`config.mk`:
```
export PLATFORM = sky130hd
export DESIGN_NAME = mwr_boot_reader
export DESIGN_NICKNAME = d
export VERILOG_FILES = /design/src/rtl/mwr_pkg.sv /design/src/rtl/mwr_sck_gen.sv /design/src/rtl/mwr_shift_in.sv /design/src/rtl/mwr_boot_reader.sv
export SDC_FILE = /design/constraint.sdc
export NUM_CORES = 1
export LEC_CHECK = 0
export ABC_AREA = 0
export BUFFER_PORTS_ARGS = -buffer_cell sky130_fd_sc_hd__buf_2
export CORE_ASPECT_RATIO = 0.6
export CORE_MARGIN = 2
export CORE_UTILIZATION = 30
export DETAILED_ROUTE_END_ITERATION = 10
export SKIP_LAST_GASP = 1
export SLEW_MARGIN = 20
export SYNTH_ARGS = -nofsm -noshare
export SYNTH_HDL_FRONTEND = slang
export SYNTH_SLANG_ARGS = --single-unit
```
`constraint.sdc`:
```
create_clock -name clk -period 2.1 [get_ports clk]
set_input_delay 0.105 -clock clk [delete_from_list [all_inputs] [get_ports clk]]
set_output_delay 0.105 -clock clk [all_outputs]
set_load 0.01 [all_outputs]
```
`src/rtl/mwr_pkg.sv`:
```
package mwr_pkg;
  localparam int WORD_W     = 16;
  localparam int N_WORDS    = 3;
  localparam int CMD_BITS   = 9;   // start + 2 opcode + 6 address
  localparam int FILL_BITS  = 1;
  localparam int DATA_BITS  = WORD_W * N_WORDS;
  localparam int FIRST_DATA = CMD_BITS + FILL_BITS;
  localparam int TOTAL      = FIRST_DATA + DATA_BITS;
  localparam int IDX_W      = $clog2(TOTAL);

  typedef enum logic [1:0] {ST_INIT, ST_XFER, ST_FIN} mwr_state_t;

  // Command bit for period idx: start 1, opcode 1 then 0, address all zero.
  function automatic logic cmd_bit(input logic [IDX_W-1:0] idx);
    return idx < IDX_W'(2);
  endfunction

  // Word n of the captured burst (word 0 arrives first).
  function automatic logic [WORD_W-1:0] word_of(input logic [DATA_BITS-1:0] sh,
                                                input int n);
    return sh[DATA_BITS-1-n*WORD_W -: WORD_W];
  endfunction
endpackage

```
`src/rtl/mwr_sck_gen.sv`:
```
module mwr_sck_gen #(
  parameter int DIV = 64
) (
  input  logic clk,
  input  logic rst_n,
  input  logic run,
  output logic sck,
  output logic fall_tk
);
  localparam int CNT_W = $clog2(DIV);
  localparam int HALF  = DIV / 2;

  logic [CNT_W-1:0] cnt_q;
  logic             wrap;

  assign wrap    = cnt_q == CNT_W'(DIV - 1);
  assign fall_tk = run && wrap;

  always_ff @(posedge clk or negedge rst_n) begin
    if (!rst_n) begin
      cnt_q <= '0;
      sck   <= 1'b0;
    end else if (!run) begin
      cnt_q <= '0;
      sck   <= 1'b0;
    end else begin
      cnt_q <= wrap ? '0 : cnt_q + 1'b1;
      if (cnt_q == CNT_W'(HALF - 1)) sck <= 1'b1;
      else if (wrap)                 sck <= 1'b0;
    end
  end
endmodule

```
`src/rtl/mwr_shift_in.sv`:
```
module mwr_shift_in #(
  parameter int W = 48
) (
  input  logic         clk,
  input  logic         rst_n,
  input  logic         cap,
  input  logic         din,
  output logic [W-1:0] q
);
  always_ff @(posedge clk or negedge rst_n) begin
    if (!rst_n)   q <= '0;
    else if (cap) q <= {q[W-2:0], din};
  end
endmodule

```
`src/rtl/mwr_boot_reader.sv`:
```
module mwr_boot_reader
  import mwr_pkg::*;
#(
  parameter int          CLK_DIV = 64,
  parameter logic [15:0] DEF_CFG = 16'h0000,
  parameter logic [15:0] DEF_VID = 16'hF00D,
  parameter logic [15:0] DEF_PID = 16'h0C0A
) (
  input  logic        clk,
  input  logic        rst_n,
  input  logic        ext_rom_n,
  input  logic        sio_i,
  output logic        sck_o,
  output logic        sck_oe,
  output logic        sio_o,
  output logic        sio_oe,
  output logic [15:0] cfg_word,
  output logic [15:0] vend_id,
  output logic [15:0] prod_id,
  output logic        gang_mode,
  output logic        boot_done
);
  mwr_state_t           state_q;
  logic [IDX_W-1:0]     bit_q;
  logic                 use_def_q;
  logic                 done_q;
  logic                 run;
  logic                 fall_evt;
  logic                 last_evt;
  logic                 cap_evt;
  logic                 fin_w;
  logic [DATA_BITS-1:0] sh_q;

  assign run      = state_q == ST_XFER;
  assign fin_w    = state_q == ST_FIN;
  assign last_evt = fall_evt && bit_q == IDX_W'(TOTAL - 1);
  assign cap_evt  = fall_evt && bit_q >= IDX_W'(FIRST_DATA);

  mwr_sck_gen #(.DIV(CLK_DIV)) u_sck (
    .clk(clk), .rst_n(rst_n), .run(run), .sck(sck_o), .fall_tk(fall_evt)
  );

  mwr_shift_in #(.W(DATA_BITS)) u_shift (
    .clk(clk), .rst_n(rst_n), .cap(cap_evt), .din(sio_i), .q(sh_q)
  );

  always_ff @(posedge clk or negedge rst_n) begin
    if (!rst_n) begin
      state_q   <= ST_INIT;
      bit_q     <= '0;
      use_def_q <= 1'b0;
      done_q    <= 1'b0;
    end else begin
      done_q <= 1'b0;
      unique case (state_q)
        ST_INIT: begin
          use_def_q <= ext_rom_n;
          done_q    <= ext_rom_n;
          state_q   <= ext_rom_n ? ST_FIN : ST_XFER;
        end
        ST_XFER: begin
          if (last_evt) begin
            state_q <= ST_FIN;
            done_q  <= 1'b1;
          end else if (fall_evt) begin
            bit_q <= bit_q + 1'b1;
          end
        end
        default: ;
      endcase
    end
  end

  assign sck_oe    = run;
  assign sio_oe    = run && bit_q < IDX_W'(CMD_BITS);
  assign sio_o     = sio_oe && cmd_bit(bit_q);
  assign boot_done = done_q;

  assign cfg_word  = !fin_w ? '0 : (use_def_q ? DEF_CFG : word_of(sh_q, 0));
  assign vend_id   = !fin_w ? '0 : (use_def_q ? DEF_VID : word_of(sh_q, 1));
  assign prod_id   = !fin_w ? '0 : (use_def_q ? DEF_PID : word_of(sh_q, 2));
  assign gang_mode = cfg_word[15];
endmodule

```
Yosys cells after proc, flatten, opt, wreduce, memory -nomap -nowiden:

Index checks and enable logic that the tools add are counted.

* div/mod/pow operators: 0
* $mul: 0
* order comparisons: 3
* equal/unequal tests: 7
* multiplexer cells: 16
* reductions and logical operators: 9
* bitwise operators: 1
* shift operators: 0
* add/subtract/negate cells: 2

Operators by type and width (number)
* $mux 16: 6
* $add 6x1->6 const B: 2
* $eq 6x6->1 const B: 2
* $mux 6: 2
* $eq 6x5->1 const B: 1
* $ge 6x4->1 const B: 1
* $lt 6x2->1 const B: 1
* $lt 6x4->1 const B: 1
* $logic_and 1x1->1: 5
* $mux 1: 4
* $mux 2: 2
* $pmux 2 s2: 1
* $ne 3x1->1 const B: 1
* $reduce_and 3->1: 1
* $eq 2x1->1 const B: 1
* $eq 2x2->1 const B: 1
* $logic_not 2->1: 1
* $ne 2x1->1 const B: 1
* $pmux 1 s2: 1
* $reduce_and 2->1: 1
* $reduce_bool 2->1: 1
* $not 1->1: 1

* register bits after elaboration: 65
* memory bits (read-only): 0
* word-level logic and storage cells: 45
* bits of input ports: 4
* bits in latches: 0
* memory bits (writable): 0
* memories: 0
* output and inout port bits: 54

Logic depth before layout (Yosys ltp):

* word-level depth: 5
* gate-level depth with buffers: 8
* depth with buffers taken out: 6

Cells and area by module:

A second synthesis with hierarchy kept.

* cell total of the unflattened synthesis: 246
* area total of the unflattened synthesis: 3126.7 sq um

Modules (own cells, without submodules)
* mwr_shift_in: cells an instance 101, instances 1, seq. area each 1201.2 sq um, area each 1860.5 sq um
* mwr_boot_reader: cells an instance 115, instances 1, seq. area each 250.2 sq um, area each 944.7 sq um
* mwr_sck_gen: cells an instance 30, instances 1, seq. area each 175.2 sq um, area each 321.6 sq um

Worst setup path after synthesis:

No wires, ideal clock.

* path kind: register to register
* from: register u_sck.cnt_q[0]
* to: register u_shift.q[10]
* buffers on the path: 2
* required time: 1975 ps
* period minus slack after synthesis: 1778 ps
* setup slack: 322 ps
* arrival time: 1653 ps
* stages on the path, launching flop included: 8
* library setup time: 125 ps
* path through: dfrtp_1 ha_1 and4_1 nand3_4 a21oi_4 buf_6 buf_12 mux2_4

* cells in the longest elaborated chain, start to end: 3

Ends and longest elaborated chain
* from (decl): line mwr_sck_gen.sv:13 `logic [CNT_W-1:0] cnt_q;`
* from (signal assigned): line mwr_sck_gen.sv:27 `cnt_q <= wrap ? '0 : cnt_q + 1'b1;`
* $eq 6x6->1: line mwr_sck_gen.sv:16 `assign wrap = cnt_q == CNT_W'(DIV - 1);`
* $logic_and 1x1->1: line mwr_sck_gen.sv:17 `assign fall_tk = run && wrap;`
* $logic_and 1x1->1: line mwr_boot_reader.sv:37 `assign cap_evt = fall_evt && bit_q >= IDX_W'(FIRST_DATA);`
* to (signal assigned): line mwr_shift_in.sv:12 `else if (cap) q <= {q[W-2:0], din};`
* to (decl): line mwr_shift_in.sv:8 `output logic [W-1:0] q`

No other way between the ends.
A chain may end at the register's enable or synchronous reset.

Final worst setup path:

* from: register u_sck.cnt_q[0]
* to: register u_shift.q[41]

Same word-level chain as after synthesis.

==> qor.csv <==
stage,metric,value,unit
outcome,status,"finished, final reports clean",
synth,Yosys top cell area share,52.3,%
floorplan,Die H,82.9,um
global_route,largest net degree at the start of global routing,49,
synth,Synth Instances,250,
power,Flop pwr share,41.5,%
layout,Layout area overhead,24.8,%
global_route,GR Util All Layers,12.2,%
drt,via count,1997,
global_route,first-pass GRT wire length,10600,um
sta,Hold Slack,0.0250,ns
power,Comb pwr share,5.5,%
power,Clock power frac,53.1,%
drt,Total Wirelength,6250,um
worst_setup_path,crit path kind,reg -> reg,
layout,Layout Nets,321,
cts,clock-pin slew on the worst setup and hold paths,0.05,ns
cts,worst skew pair latency,0.33,ns
sta,Fin. Hold Viols,0,
drt,DR pass1 iterations,5,
floorplan,die area,11200,um^2
cts,clk sinks,65,
drt,DRC violations left,0,
placement,placed inst area,3550,um^2
power,Leak,1.96,nW
global_route,"Remaining Overflow, GRT",0,
layout,Final Cell Area,3880,um^2
cts,Resize count post-CTS,0,
worst_setup_path,crit-path cells,"ha_1, and4_1, nand3_4, a21oi_4, buf_12, mux2_2",
worst_setup_path,CP max stage cell,mux2_2,
synth,Yosys reg bits,65,
cts,CTS tree,built,
floorplan,die width,135,um
placement,Place WS,0.143,ns
floorplan,core area,9980,um^2
placement,Port Buf Inserts,57,
sta,post-route clock period utilization,93.5,%
layout,Layout fillers,1012,
sta,setup TNS,0,ns
worst_setup_path,reg2reg setup slack,0.14,ns
sta,Pins Over Slew Limit,0,
worst_setup_path,crit end category,flop,
sta,worst-case clock skew,0.00537,ns
synth,Yosys top cell by area,dfrtp_1,
sta,Slew Limit Headroom,77.7,%
floorplan,Rows,28,
power,Power Dens Cells,785,nW/um^2
layout,share of cells above drive strength 1,42.6,%
placement,Final Wtd Congestion,0.746,
drt,Via-to-Cell Ratio,4.42,
worst_setup_path,CP arrival,2.17,ns
worst_setup_path,CP max FO,48,
cts,CTS buffer count,9,
sta,final worst setup slack,0.137,ns
cts,Root Driver,clkbuf_16,
synth,syn_area_per_cell,12.4,um^2
sta,Period minus WS final,1.96,ns
worst_setup_path,CP peak stage delay,0.38,ns
global_route,vias in the first global route,2085,
synth,Cell variety after synth,33,
sta,fmax,509,MHz
global_route,initial antenna violation count,0,
layout,Ant. Diodes,0,
synth,"top cells by area, synth","dfrtp_1 52%, mux2_2 11%, mux2_4 9.7%, and2_1 7.6%, nor2_1 4.1%",
power,peak supply drop,0.455,mV
sta,unrepaired setup endpoints after global routing,no,
sta,measured slew at the worst slew-check pin,0.333,ns
hold_path,worst hold path class,in -> reg,
power,Int Power,2.39,mW
sta,final-report setup violation count,0,
floorplan,total I/O pin count,58,
synth,Ys Warns,0,
power,Sw Ratio,21.6,%
synth,"Cell Area, Synth",3110,um^2
drt,drt first-iter violations,89,
floorplan,Initial Utilization,31.2,%
cts,number of H-tree levels,3,
worst_setup_path,startpoint type of the worst setup path,flop,
worst_setup_path,worst endpoint required time,2.31,ns
job,Max-Cap Viols,0,
power,Psw,0.659,mW
synth,syn nets,259,
placement,hpwl dp,4440,um
cts,Max clock buf depth,2,
drt,post-route ant nets,0,
drt,Avg WL per Cell,13.8,um
synth,post-synthesis sequential area ratio,52.3,%
[critical path: cells and delay by family, from the launching register on]
| family | cells | cell delay (ns) |
|---|---|---|
| buffers and inverters | 1 | 0.29 |
| and+or+nand+nor | 2 | 0.40 |
| adders and majority gates | 1 | 0.23 |
| muxes | 1 | 0.38 |
| DFF | 1 | 0.36 |
| AOI/OAI and AO/OA | 1 | 0.15 |
[flip-flops by register name, indices dropped and copies added, names as in the netlist]
signal / count
bit_q: 6
boot_done: 1
state_q: 2
u_sck.cnt_q: 6
u_sck.sck: 1
u_shift.q: 48
use_def_q: 1
[cells in the final DEF (no fill, tap or decap), drive strengths merged]
cell type and instances:
a21oi 3, a31oi 2, and2 38, and4 1, buf 64, bufinv 2
clkbuf 10, clkinv 2, clkinvlp 1, dfrtp 65, dlygate4sd3 1, ha 5
inv 5, mux2 50, nand2 4, nand2b 4, nand3 3, nand4 5
nor2 34, nor2b 1, nor3 3, nor3b 1, nor4 1, o211ai 1
o31a 1, o31ai 1, or3 1, xnor2 5, xor2 3
[per-stage QoR]
step,utilization [%],power [mW],instances
after detailed placement,35.5,1.46,435
after global placement,35.5,1.45,435
after CTS,38.9,3.11,452
after global routing,38.9,3.17,452
final,38.9,3.05,452
after floorplan,-,1.37,250
[cell families (layout without fill, tap and decap cells)]
group / Yosys count / count (layout) / synth area share, %
compound gates: 8 / 8 / 2.17
xor+xnor: 8 / 8 / 2.25
simple gates: 96 / 96 / 16.5
mux: 50 / 50 / 20.5
buf+inv: 18 / 85 / 4.26
flops: 65 / 65 / 52.3
fa+ha+maj: 5 / 5 / 2.01
[synth_stat cells (all sizes together)]
cell / n
mux2: 50
nand2: 4
dfrtp: 65
xnor2: 5
o211ai: 1
nand2b: 4
nor2: 34
buf: 9
ha: 5
and4: 1
or3: 1
and2: 38
a31oi: 2
nor2b: 1
o31a: 1
xor2: 3
nor4: 1
inv: 4
clkbuf: 5
nor3b: 1
nor3: 3
nand3: 3
a21oi: 3
nand4: 5
o31ai: 1
[final timing paths]
path | from | endpoint | depth (start not counted)
worst max-delay path | u_sck.cnt_q[0] | u_shift.q[41] | 6
min in group asynchronous | rst_n | u_shift.q[25] | 2
worst max register to register | u_sck.cnt_q[0] | u_shift.q[41] | 6
worst min-delay path | sio_i | u_shift.q[0] | 2
max in group asynchronous | rst_n | u_shift.q[4] | 3
worst min register to register | u_sck.cnt_q[0] | u_sck.cnt_q[0] | 1
[area by class of cell]
| type | instances | area, um^2 | share of cell area, % |
|---|---|---|---|
| repair buffers | 65 | 385 | 9.92 |
| well taps | 135 | 169 | 4.35 |
| inverters | 4 | 20.0 | 0.515 |
| clock buffers | 10 | 239 | 6.15 |
| clock inverters | 6 | 90.1 | 2.32 |
| flip-flops and latches | 65 | 1630 | 41.9 |
| multi-input cells | 167 | 1360 | 34.9 |
[metal layers]
layer,wire [um],global-route usage [%],up-vias,share of wire (%)
met5,0,0,-,0
met4,72,4.26,0,1.2
met3,332,4.46,9,5.3
met2,2560,16.4,45,41
met1,3290,17.7,970,53
li1,-,-,973,-
[power by group through the flow]
stage / logic (mW) / registers [mW] / clock network, mW
floorplan: 0.0782 / 1.29 / 0
global placement: 0.168 / 1.29 / 0
detailed placement: 0.169 / 1.29 / 0
CTS: 0.171 / 1.26 / 1.68
global route: 0.192 / 1.26 / 1.72
finish: 0.167 / 1.26 / 1.62
[what timing repair did]
| action | CTS | global route |
|---|---|---|
| endpoints found under the hold margin | 65 | 0 |
| setup buffers | 0 | 0 |
| setup endpoints to repair | 0 | 0 |
| hold buffers | 1 | 0 |
No activity file was read; power rests on OpenSTA's default activity.
